===== src/rtl/dir_pkg.sv =====
package dir_pkg;

  typedef enum logic [3:0] {
    MSG_RD      = 4'd0,
    MSG_RDX     = 4'd1,
    MSG_WB      = 4'd2,
    MSG_RCL_ACK = 4'd3,
    MSG_FWD_ACK = 4'd4,
    MSG_INV_ACK = 4'd5,
    MSG_RD_RPL  = 4'd8,
    MSG_RDX_RPL = 4'd9,
    MSG_RCL     = 4'd10,
    MSG_FWD     = 4'd11,
    MSG_INV     = 4'd12,
    MSG_NACK    = 4'd13
  } msg_t;

  typedef enum logic [1:0] {LN_I = 2'd0, LN_S = 2'd1, LN_M = 2'd2} line_st_t;

  typedef enum logic [1:0] {PH_IDLE, PH_NOTIFY, PH_WAIT, PH_REPLY} phase_t;

  typedef enum logic [1:0] {K_RECALL, K_FWD, K_INV} kind_t;

  // message sent to holders for a given transaction kind
  function automatic msg_t notify_type(input kind_t k);
    case (k)
      K_RECALL: return MSG_RCL;
      K_FWD:    return MSG_FWD;
      default:  return MSG_INV;
    endcase
  endfunction

  // acknowledgement expected back for a given transaction kind
  function automatic msg_t ack_type(input kind_t k);
    case (k)
      K_RECALL: return MSG_RCL_ACK;
      K_FWD:    return MSG_FWD_ACK;
      default:  return MSG_INV_ACK;
    endcase
  endfunction

  function automatic logic is_request(input msg_t t);
    return (t == MSG_RD) || (t == MSG_RDX) || (t == MSG_WB);
  endfunction

endpackage


===== src/rtl/dir_table.sv =====
module dir_table import dir_pkg::*; #(
  parameter int N_CORES = 4,
  parameter int N_LINES = 8,
  localparam int CORE_W = (N_CORES > 1) ? $clog2(N_CORES) : 1,
  localparam int LINE_W = (N_LINES > 1) ? $clog2(N_LINES) : 1
) (
  input  logic               clk,
  input  logic               rst_n,
  input  logic [LINE_W-1:0]  raddr,
  output line_st_t           rd_st,
  output logic [CORE_W-1:0]  rd_own,
  output logic [N_CORES-1:0] rd_shr,
  input  logic               we,
  input  logic [LINE_W-1:0]  waddr,
  input  line_st_t           wr_st,
  input  logic [CORE_W-1:0]  wr_own,
  input  logic [N_CORES-1:0] wr_shr
);

  line_st_t           st_q  [N_LINES];
  logic [CORE_W-1:0]  own_q [N_LINES];
  logic [N_CORES-1:0] shr_q [N_LINES];

  always_ff @(posedge clk) begin
    for (int i = 0; i < N_LINES; i++) begin
      if (!rst_n) begin
        st_q[i]  <= LN_I;
        own_q[i] <= '0;
        shr_q[i] <= '0;
      end else if (we && (waddr == LINE_W'(i))) begin
        st_q[i]  <= wr_st;
        own_q[i] <= wr_own;
        shr_q[i] <= wr_shr;
      end
    end
  end

  assign rd_st  = st_q[raddr];
  assign rd_own = own_q[raddr];
  assign rd_shr = shr_q[raddr];

  // a modified line carries no sharer bits, an uncached one carries none either
  for (genvar g = 0; g < N_LINES; g++) begin : g_line_chk
    assert_m_alone_R6: assert property (@(posedge clk) disable iff (!rst_n)
      (st_q[g] != LN_S) |-> (shr_q[g] == '0));
  end

endmodule


===== src/rtl/dir_pick.sv =====
module dir_pick #(
  parameter int N_CORES = 4,
  localparam int CORE_W = (N_CORES > 1) ? $clog2(N_CORES) : 1
) (
  input  logic [N_CORES-1:0] mask,
  output logic [CORE_W-1:0]  idx,
  output logic               any
);

  always_comb begin
    idx = '0;
    any = 1'b0;
    for (int i = N_CORES - 1; i >= 0; i--) begin
      if (mask[i]) begin
        idx = CORE_W'(i);
        any = 1'b1;
      end
    end
  end

  // lowest set bit is chosen, giving ascending notify order
  always_comb begin
    if (any) begin
      assert_pick_lowest_R5: assert (mask[idx] && ((mask & ((N_CORES'(1) << idx) - N_CORES'(1))) == '0));
    end
  end

endmodule


===== src/rtl/dir_home.sv =====
module dir_home import dir_pkg::*; #(
  parameter int N_CORES = 4,
  parameter int N_LINES = 8,
  localparam int CORE_W = (N_CORES > 1) ? $clog2(N_CORES) : 1,
  localparam int LINE_W = (N_LINES > 1) ? $clog2(N_LINES) : 1
) (
  input  logic              clk,
  input  logic              rst_n,
  input  logic              fwd_mode,
  input  logic              in_valid,
  output logic              in_ready,
  input  logic [CORE_W-1:0] in_src,
  input  logic [3:0]        in_type,
  input  logic [LINE_W-1:0] in_addr,
  output logic              out_valid,
  input  logic              out_ready,
  output logic [CORE_W-1:0] out_src,
  output logic [CORE_W-1:0] out_dst,
  output logic [3:0]        out_type,
  output logic [LINE_W-1:0] out_addr
);

  // ---------------- helpers ----------------
  function automatic logic [N_CORES-1:0] bit_of(input logic [CORE_W-1:0] id);
    logic [N_CORES-1:0] v;
    v = '0;
    v[id] = 1'b1;
    return v;
  endfunction

  function automatic logic [N_CORES-1:0] holders(input line_st_t st,
      input logic [CORE_W-1:0] own, input logic [N_CORES-1:0] shr);
    case (st)
      LN_M:    return bit_of(own);
      LN_S:    return shr;
      default: return '0;
    endcase
  endfunction

  // cores that must be told before the requester can be served
  function automatic logic [N_CORES-1:0] targets_for(input logic rdx,
      input line_st_t st, input logic [CORE_W-1:0] own,
      input logic [N_CORES-1:0] shr, input logic [CORE_W-1:0] src);
    if (rdx) return holders(st, own, shr) & ~bit_of(src);
    if (st == LN_M && own != src) return bit_of(own);
    return '0;
  endfunction

  // ---------------- state ----------------
  phase_t             phase_q;
  kind_t              kind_q;
  logic [CORE_W-1:0]  cur_src_q;
  logic               cur_rdx_q;
  logic [LINE_W-1:0]  cur_line_q;
  line_st_t           snap_st_q;
  logic [CORE_W-1:0]  snap_own_q;
  logic [N_CORES-1:0] snap_shr_q;
  logic [N_CORES-1:0] pend_q;   // holders still to be sent a message
  logic [N_CORES-1:0] wait_q;   // holders whose ack is still owed
  logic               nack_q;
  logic [CORE_W-1:0]  nack_dst_q;
  logic [LINE_W-1:0]  nack_line_q;

  // ---------------- directory storage ----------------
  line_st_t           rd_st;
  logic [CORE_W-1:0]  rd_own;
  logic [N_CORES-1:0] rd_shr;
  logic               tbl_we;
  logic [LINE_W-1:0]  tbl_waddr;
  line_st_t           tbl_st;
  logic [CORE_W-1:0]  tbl_own;
  logic [N_CORES-1:0] tbl_shr;

  dir_table #(.N_CORES(N_CORES), .N_LINES(N_LINES)) u_table (
    .clk(clk), .rst_n(rst_n), .raddr(in_addr),
    .rd_st(rd_st), .rd_own(rd_own), .rd_shr(rd_shr),
    .we(tbl_we), .waddr(tbl_waddr), .wr_st(tbl_st), .wr_own(tbl_own), .wr_shr(tbl_shr)
  );

  logic [CORE_W-1:0] pick_idx;
  logic              pick_any;

  dir_pick #(.N_CORES(N_CORES)) u_pick (.mask(pend_q), .idx(pick_idx), .any(pick_any));

  // ---------------- named events ----------------
  msg_t               in_msg;
  logic               ev_accept, ev_start, ev_wb, ev_ack_hit, ev_last_ack;
  logic               ev_nack_set, ev_out_fire, ev_complete;
  logic [N_CORES-1:0] start_tgt, pend_next;

  assign in_msg      = msg_t'(in_type);
  assign in_ready    = (phase_q == PH_IDLE) || (phase_q == PH_WAIT && !nack_q);
  assign ev_accept   = in_valid && in_ready;
  assign ev_start    = (phase_q == PH_IDLE) && ev_accept && (in_msg == MSG_RD || in_msg == MSG_RDX);
  assign ev_wb       = (phase_q == PH_IDLE) && ev_accept && (in_msg == MSG_WB)
                       && (rd_st == LN_M) && (rd_own == in_src);
  assign ev_ack_hit  = (phase_q == PH_WAIT) && ev_accept && (in_msg == ack_type(kind_q))
                       && (in_addr == cur_line_q) && wait_q[in_src];
  assign ev_last_ack = ev_ack_hit && ((wait_q & ~bit_of(in_src)) == '0);
  assign ev_nack_set = (phase_q == PH_WAIT) && ev_accept && is_request(in_msg);
  assign ev_out_fire = out_valid && out_ready;
  assign ev_complete = ((phase_q == PH_REPLY) && ev_out_fire) || (ev_last_ack && kind_q == K_FWD);
  assign start_tgt   = targets_for(in_msg == MSG_RDX, rd_st, rd_own, rd_shr, in_src);
  assign pend_next   = pend_q & ~bit_of(pick_idx);

  // ---------------- transaction engine ----------------
  always_ff @(posedge clk) begin
    if (!rst_n) begin
      phase_q     <= PH_IDLE;
      kind_q      <= K_INV;
      cur_src_q   <= '0;
      cur_rdx_q   <= 1'b0;
      cur_line_q  <= '0;
      snap_st_q   <= LN_I;
      snap_own_q  <= '0;
      snap_shr_q  <= '0;
      pend_q      <= '0;
      wait_q      <= '0;
      nack_q      <= 1'b0;
      nack_dst_q  <= '0;
      nack_line_q <= '0;
    end else begin
      case (phase_q)
        PH_IDLE: begin
          if (ev_start) begin
            cur_src_q  <= in_src;
            cur_rdx_q  <= (in_msg == MSG_RDX);
            cur_line_q <= in_addr;
            snap_st_q  <= rd_st;
            snap_own_q <= rd_own;
            snap_shr_q <= rd_shr;
            pend_q     <= start_tgt;
            wait_q     <= start_tgt;
            kind_q     <= (in_msg == MSG_RDX) ? K_INV : (fwd_mode ? K_FWD : K_RECALL);
            phase_q    <= (start_tgt != '0) ? PH_NOTIFY : PH_REPLY;
          end
        end
        PH_NOTIFY: begin
          if (ev_out_fire) begin
            pend_q <= pend_next;
            if (pend_next == '0) phase_q <= PH_WAIT;
          end
        end
        PH_WAIT: begin
          if (ev_ack_hit) begin
            wait_q <= wait_q & ~bit_of(in_src);
            if (ev_last_ack) phase_q <= (kind_q == K_FWD) ? PH_IDLE : PH_REPLY;
          end
          if (ev_nack_set) begin
            nack_q      <= 1'b1;
            nack_dst_q  <= in_src;
            nack_line_q <= in_addr;
          end else if (nack_q && out_ready) begin
            nack_q <= 1'b0;
          end
        end
        default: begin
          if (ev_out_fire) phase_q <= PH_IDLE;
        end
      endcase
    end
  end

  // ---------------- directory update ----------------
  always_comb begin
    tbl_we    = ev_wb || ev_complete;
    tbl_waddr = ev_wb ? in_addr : cur_line_q;
    tbl_st    = LN_I;
    tbl_own   = '0;
    tbl_shr   = '0;
    if (ev_wb) begin
      tbl_st = LN_I;
    end else if (cur_rdx_q) begin
      tbl_st  = LN_M;
      tbl_own = cur_src_q;
    end else if (snap_st_q == LN_M && snap_own_q != cur_src_q) begin
      tbl_st  = LN_S;
      tbl_shr = bit_of(snap_own_q) | bit_of(cur_src_q);
    end else if (snap_st_q == LN_M) begin
      tbl_st  = LN_M;
      tbl_own = snap_own_q;
    end else begin
      tbl_st  = LN_S;
      tbl_shr = snap_shr_q | bit_of(cur_src_q);
    end
  end

  // ---------------- outgoing channel ----------------
  always_comb begin
    out_valid = 1'b0;
    out_src   = cur_src_q;
    out_dst   = cur_src_q;
    out_type  = MSG_RD_RPL;
    out_addr  = cur_line_q;
    case (phase_q)
      PH_NOTIFY: begin
        out_valid = pick_any;
        out_dst   = pick_idx;
        out_type  = notify_type(kind_q);
      end
      PH_WAIT: begin
        out_valid = nack_q;
        out_src   = nack_dst_q;
        out_dst   = nack_dst_q;
        out_type  = MSG_NACK;
        out_addr  = nack_line_q;
      end
      PH_REPLY: begin
        out_valid = 1'b1;
        out_type  = cur_rdx_q ? MSG_RDX_RPL : MSG_RD_RPL;
      end
      default: out_valid = 1'b0;
    endcase
  end

  // ---------------- checks ----------------
  assert_hold_R10: assert property (@(posedge clk) disable iff (!rst_n)
    (out_valid && !out_ready) |=> (out_valid && $stable({out_src, out_dst, out_type, out_addr})));

  assert_nack_busy_R8: assert property (@(posedge clk) disable iff (!rst_n)
    (out_valid && out_type == MSG_NACK) |-> (phase_q == PH_WAIT));

  assert_reply_after_acks_R5: assert property (@(posedge clk) disable iff (!rst_n)
    (out_valid && (out_type == MSG_RDX_RPL || out_type == MSG_RD_RPL)) |-> (wait_q == '0 && pend_q == '0));

  assert_holder_only_R7: assert property (@(posedge clk) disable iff (!rst_n)
    (out_valid && (out_type == MSG_INV || out_type == MSG_RCL || out_type == MSG_FWD))
      |-> (holders(snap_st_q, snap_own_q, snap_shr_q)[out_dst] && out_dst != out_src));

  assert_fwd_silent_R4: assert property (@(posedge clk) disable iff (!rst_n)
    (ev_last_ack && kind_q == K_FWD) |=> (phase_q == PH_IDLE && !out_valid));

endmodule


===== config.mk =====
export PLATFORM = sky130hd
export DESIGN_NAME = dir_home
export DESIGN_NICKNAME = d
export VERILOG_FILES = /design/src/rtl/dir_pkg.sv /design/src/rtl/dir_table.sv /design/src/rtl/dir_pick.sv /design/src/rtl/dir_home.sv
export SDC_FILE = /design/constraint.sdc
export NUM_CORES = 1
export LEC_CHECK = 0
export BUFFER_PORTS_ARGS = -buffer_cell sky130_fd_sc_hd__buf_4
export CAP_MARGIN = 10
export CORE_AREA = 2 2 117 119
export CTS_BUF_LIST = sky130_fd_sc_hd__clkbuf_16
export DETAILED_ROUTE_END_ITERATION = 16
export DIE_AREA = 0 0 119 121
export GPL_ROUTABILITY_DRIVEN = 0
export HOLD_SLACK_MARGIN = 0.1
export PLACE_DENSITY_LB_ADDON = 0.15
export SYNTH_ARGS = -nofsm -noshare
export SYNTH_HDL_FRONTEND = slang
export SYNTH_SLANG_ARGS = --single-unit
export TNS_END_PERCENT = 1

===== constraint.sdc =====
create_clock -name clk -period 4.9 [get_ports clk]
set_clock_uncertainty 0.15 [all_clocks]
set_input_delay 0.98 -clock clk [delete_from_list [all_inputs] [get_ports clk]]
set_output_delay 0.98 -clock clk [all_outputs]
set_load 0.02 [all_outputs]

==> results.txt <==
sink of the worst hold path -> kind_q[0]
routed vias -> 3811
reg2reg end -> u_table.shr_q[5][0]
final std cell area, no fill -> 5814 um2
asr flop ratio synth -> 0
start point of the worst min-delay path -> kind_q[0]
FF-to-FF path depth -> 11
Cell Area, Placed -> 5529 um2
maximum cell stage delay along the critical path -> 540 ps
Bufs on Longest Clock Path -> 2
maximum clock frequency -> 0.2633 GHz
post-detailed-route via-to-cell ratio -> 5.491
final cycle utilization of the critical path -> 0.7750
worst hold slack across all endpoints -> 340.5 ps
Max Transition Viols Final -> 0
setup slack of the most critical reg-to-reg path -> 1510 ps
number of flops mapped to enable cells by yosys -> 64
register area share after synthesis -> 0.4947
critical-path cell list -> buf_4 -> mux4_2 -> mux2i_1 -> ha_1 -> nand2_1 -> nor2_1 -> nand4_2 -> nor2_1 -> a21oi_2 -> a21oi_1 -> buf_4
H-tree levels -> 3
transition at the pin with the smallest max-transition slack -> 867.2 ps
fill cell total of the finished layout -> 1254
Detailed Routing Iterations Pass 1 -> 5
number of synthesized register bits -> 96
status -> finished, final reports clean
average wire length per cell after detail routing -> 18.83 um
critical path capture point type -> flop
most common cell after layout, fill and taps aside -> sky130_fd_sc_hd__nor2_1
Netlist Area Pre-Place -> 5180 um2
static leakage -> 0.002015 uW
DRT iter0 DRCs -> 304
fraction of layout cells with a size suffix above 1 -> 0.1506
Worst EP required -> 4830 ps
most frequent cells in the layout -> sky130_fd_sc_hd__nor2_1 (101), sky130_fd_sc_hd__edfxtp_1 (64), sky130_fd_sc_hd__nand2_1 (50)
GR Overflow Total -> 0
net count reported at finish -> 534
CTS tree -> built
instance count on the critical path -> 11
CP max FO -> 22
Hold/Removal Path Class -> flop to flop
Cell Pwr Density -> 334.4 nW/um2
register area -> 2562 um2
maximum ir drop on the vdd rail -> 0.0001682 V
count of distinct cell types in the synthesized netlist -> 68
area inside the core boundary -> 13090 um2
family with the most delay on the worst path -> multiplexers
number of inserted diodes -> 0
initial cell density of the core -> 0.3959
number of standard cells after synthesis -> 497
FF-to-FF Start -> phase_q[0]
synth warn -> 0
Sum Neg Setup Slack -> 0 ps
number of buffers added for setup after CTS -> 0
share of the core filled with cells -> 0.4443
endpoint arrival time on the critical path -> 3720 ps
final setup fails -> 0
CP bufs+invs -> 2
via count of the first global-routing pass -> 3706
CTS Hold Bufs -> 0
per-instance average area after synthesis -> 10.42 um2
number of gates given a new drive strength after cts -> 0
Critical Path Source Type -> input pin
initial antenna violation count -> 0
maximum number of pins on one net before global-route repair -> 32
Detail Route Antenna Nets -> 0
height of the chip -> 121 um
number of clock sinks -> 96
Final min period -> 3798 ps
GRT Total Usage -> 0.1920
relative area change from synthesis to final layout -> 12.25%
die outline area -> 14400 um2
number of ports placed on the die boundary -> 27
Slowest cell on crit path -> sky130_fd_sc_hd__mux4_2
wire length of the first global-routing pass -> 20840 um
clock transition at the registers of the reported paths -> 70 ps
Synth Flop Type -> sky130_fd_sc_hd__edfxtp_1
detailed placement HPWL -> 9454 um
source-to-sink clock delay at the later pin of the worst-skew pair -> 360 ps
Root Buffer -> sky130_fd_sc_hd__clkbuf_16
number of input and output port buffers inserted -> 25
remaining routing DRC violations -> 0
Crit Path Class -> input pin to flop
synthesized net count -> 518
number of clock buffers inserted by TritonCTS -> 9
horizontal extent of the die -> 119 um
count of endpoints failing hold in the final timing report -> 0
Final Routed Wirelength -> 13070 um
RSZ-0062 raised after global routing -> no
number of cells on the worst hold path -> 2
row count -> 42
headroom to the max-slew limit -> 0.4137
total area of multi-input combinational cells -> 2386 um2
number of max-capacitance violations reported -> 0
total power of the final layout -> 1944 uW
-- state kept, by name (all words and copies together) (netlist names), 3 cells and up --
register and cells:
u_table.shr_q 32, u_table.own_q 16, u_table.st_q 16, pend_q 4, snap_shr_q 4, wait_q 4
cur_line_q 3, nack_line_q 3
-- power by group --
part / internal [uW] / switching, uW / leakage, uW
Clock: 354 / 335 / 0.000138
Sequential: 893 / 25.5 / 0.000900
Combinational: 133 / 203 / 0.000976
-- kinds of logic (layout without fill, tap and decap cells) --
kind of cell | after synthesis | in the layout | synth area share
AND/OR/NAND/NOR | 199 | 199 | 0.1734
flip-flops | 96 | 96 | 0.4947
AO/OA/AOI/OAI | 94 | 94 | 0.1229
buffers and inverters | 51 | 72 | 0.04469
multiplexers | 40 | 40 | 0.1312
adder cells (fa/ha/maj) | 8 | 8 | 0.01884
XOR/XNOR | 8 | 8 | 0.01353
other | 1 | 1 | 0.0007239
-- worst max path at each step --
stage	from	end	slack, ps
finish	in_addr[0]	u_table.own_q[0][1]	1100
global route	in_addr[0]	u_table.own_q[0][1]	810
CTS	in_addr[0]	u_table.own_q[0][1]	1090
detailed placement	in_addr[0]	u_table.shr_q[0][1]	720
global placement	in_addr[0]	u_table.own_q[0][0]	780
floorplan	in_addr[0]	u_table.own_q[1][0]	810
-- metrics by stage --
| step | std cells | setup WS, ps |
|---|---|---|
| after floorplan | 497 | 813.0 |
| after global placement | 678 | 780.6 |
| after detailed placement | 678 | 716.2 |
| after CTS | 694 | 1085 |
| after global routing | 694 | 807.9 |
| final | 694 | 1102 |
-- tightest hold or removal path: stages (launching register included) --
cell                      delay (ps)
sky130_fd_sc_hd__dfxtp_1         340
sky130_fd_sc_hd__nand2_1          60
sky130_fd_sc_hd__a21oi_1          50
-- Yosys cell counts, types with 4 or more instances --
library cell                 n  area share
sky130_fd_sc_hd__buf_2       5      0.0048
sky130_fd_sc_hd__mux4_2      7       0.030
sky130_fd_sc_hd__and3_1      4      0.0048
sky130_fd_sc_hd__dfxtp_1    32        0.12
sky130_fd_sc_hd__inv_1      16       0.012
sky130_fd_sc_hd__buf_4       4      0.0058
sky130_fd_sc_hd__a211oi_1   12       0.017
sky130_fd_sc_hd__ha_1        7       0.017
sky130_fd_sc_hd__edfxtp_1   64        0.37
sky130_fd_sc_hd__clkbuf_1   21       0.015
sky130_fd_sc_hd__mux2i_1    18       0.035
sky130_fd_sc_hd__a21oi_1    32       0.031
sky130_fd_sc_hd__a31oi_1     6      0.0072
sky130_fd_sc_hd__nor2_1    101       0.073
sky130_fd_sc_hd__nand2_1    50       0.036
sky130_fd_sc_hd__nor3_1      5      0.0048
sky130_fd_sc_hd__xnor2_1     6       0.010
sky130_fd_sc_hd__mux4_1     10       0.051
sky130_fd_sc_hd__a221oi_1    5      0.0085
sky130_fd_sc_hd__nand3_1     4      0.0039
sky130_fd_sc_hd__o21ai_0     8      0.0077
sky130_fd_sc_hd__nor2b_1     5      0.0060
sky130_fd_sc_hd__nand2b_1    7      0.0085
sky130_fd_sc_hd__a311oi_1    4      0.0068
-- area by class of cell --
class / instances / area share
Sequential cell: 96 / 0.4407
Tap cell: 176 / 0.03787
Multi-Input combinational cell: 350 / 0.4104
Clock inverter: 7 / 0.01033
Inverter: 16 / 0.01033
Clock buffer: 9 / 0.03873
Timing Repair Buffer: 40 / 0.05165
-- per-layer routing --
| layer | vias up | global-route usage | share of wire |
|---|---|---|---|
| li1 | 1844 | - | - |
| met2 | 93 | 0.3039 | 0.47 |
| met4 | 0 | 0.06696 | 0.012 |
| met1 | 1862 | 0.2686 | 0.47 |
| met3 | 12 | 0.03055 | 0.051 |
| met5 | - | 0 | 0 |
(Power assumes the default switching activity.)
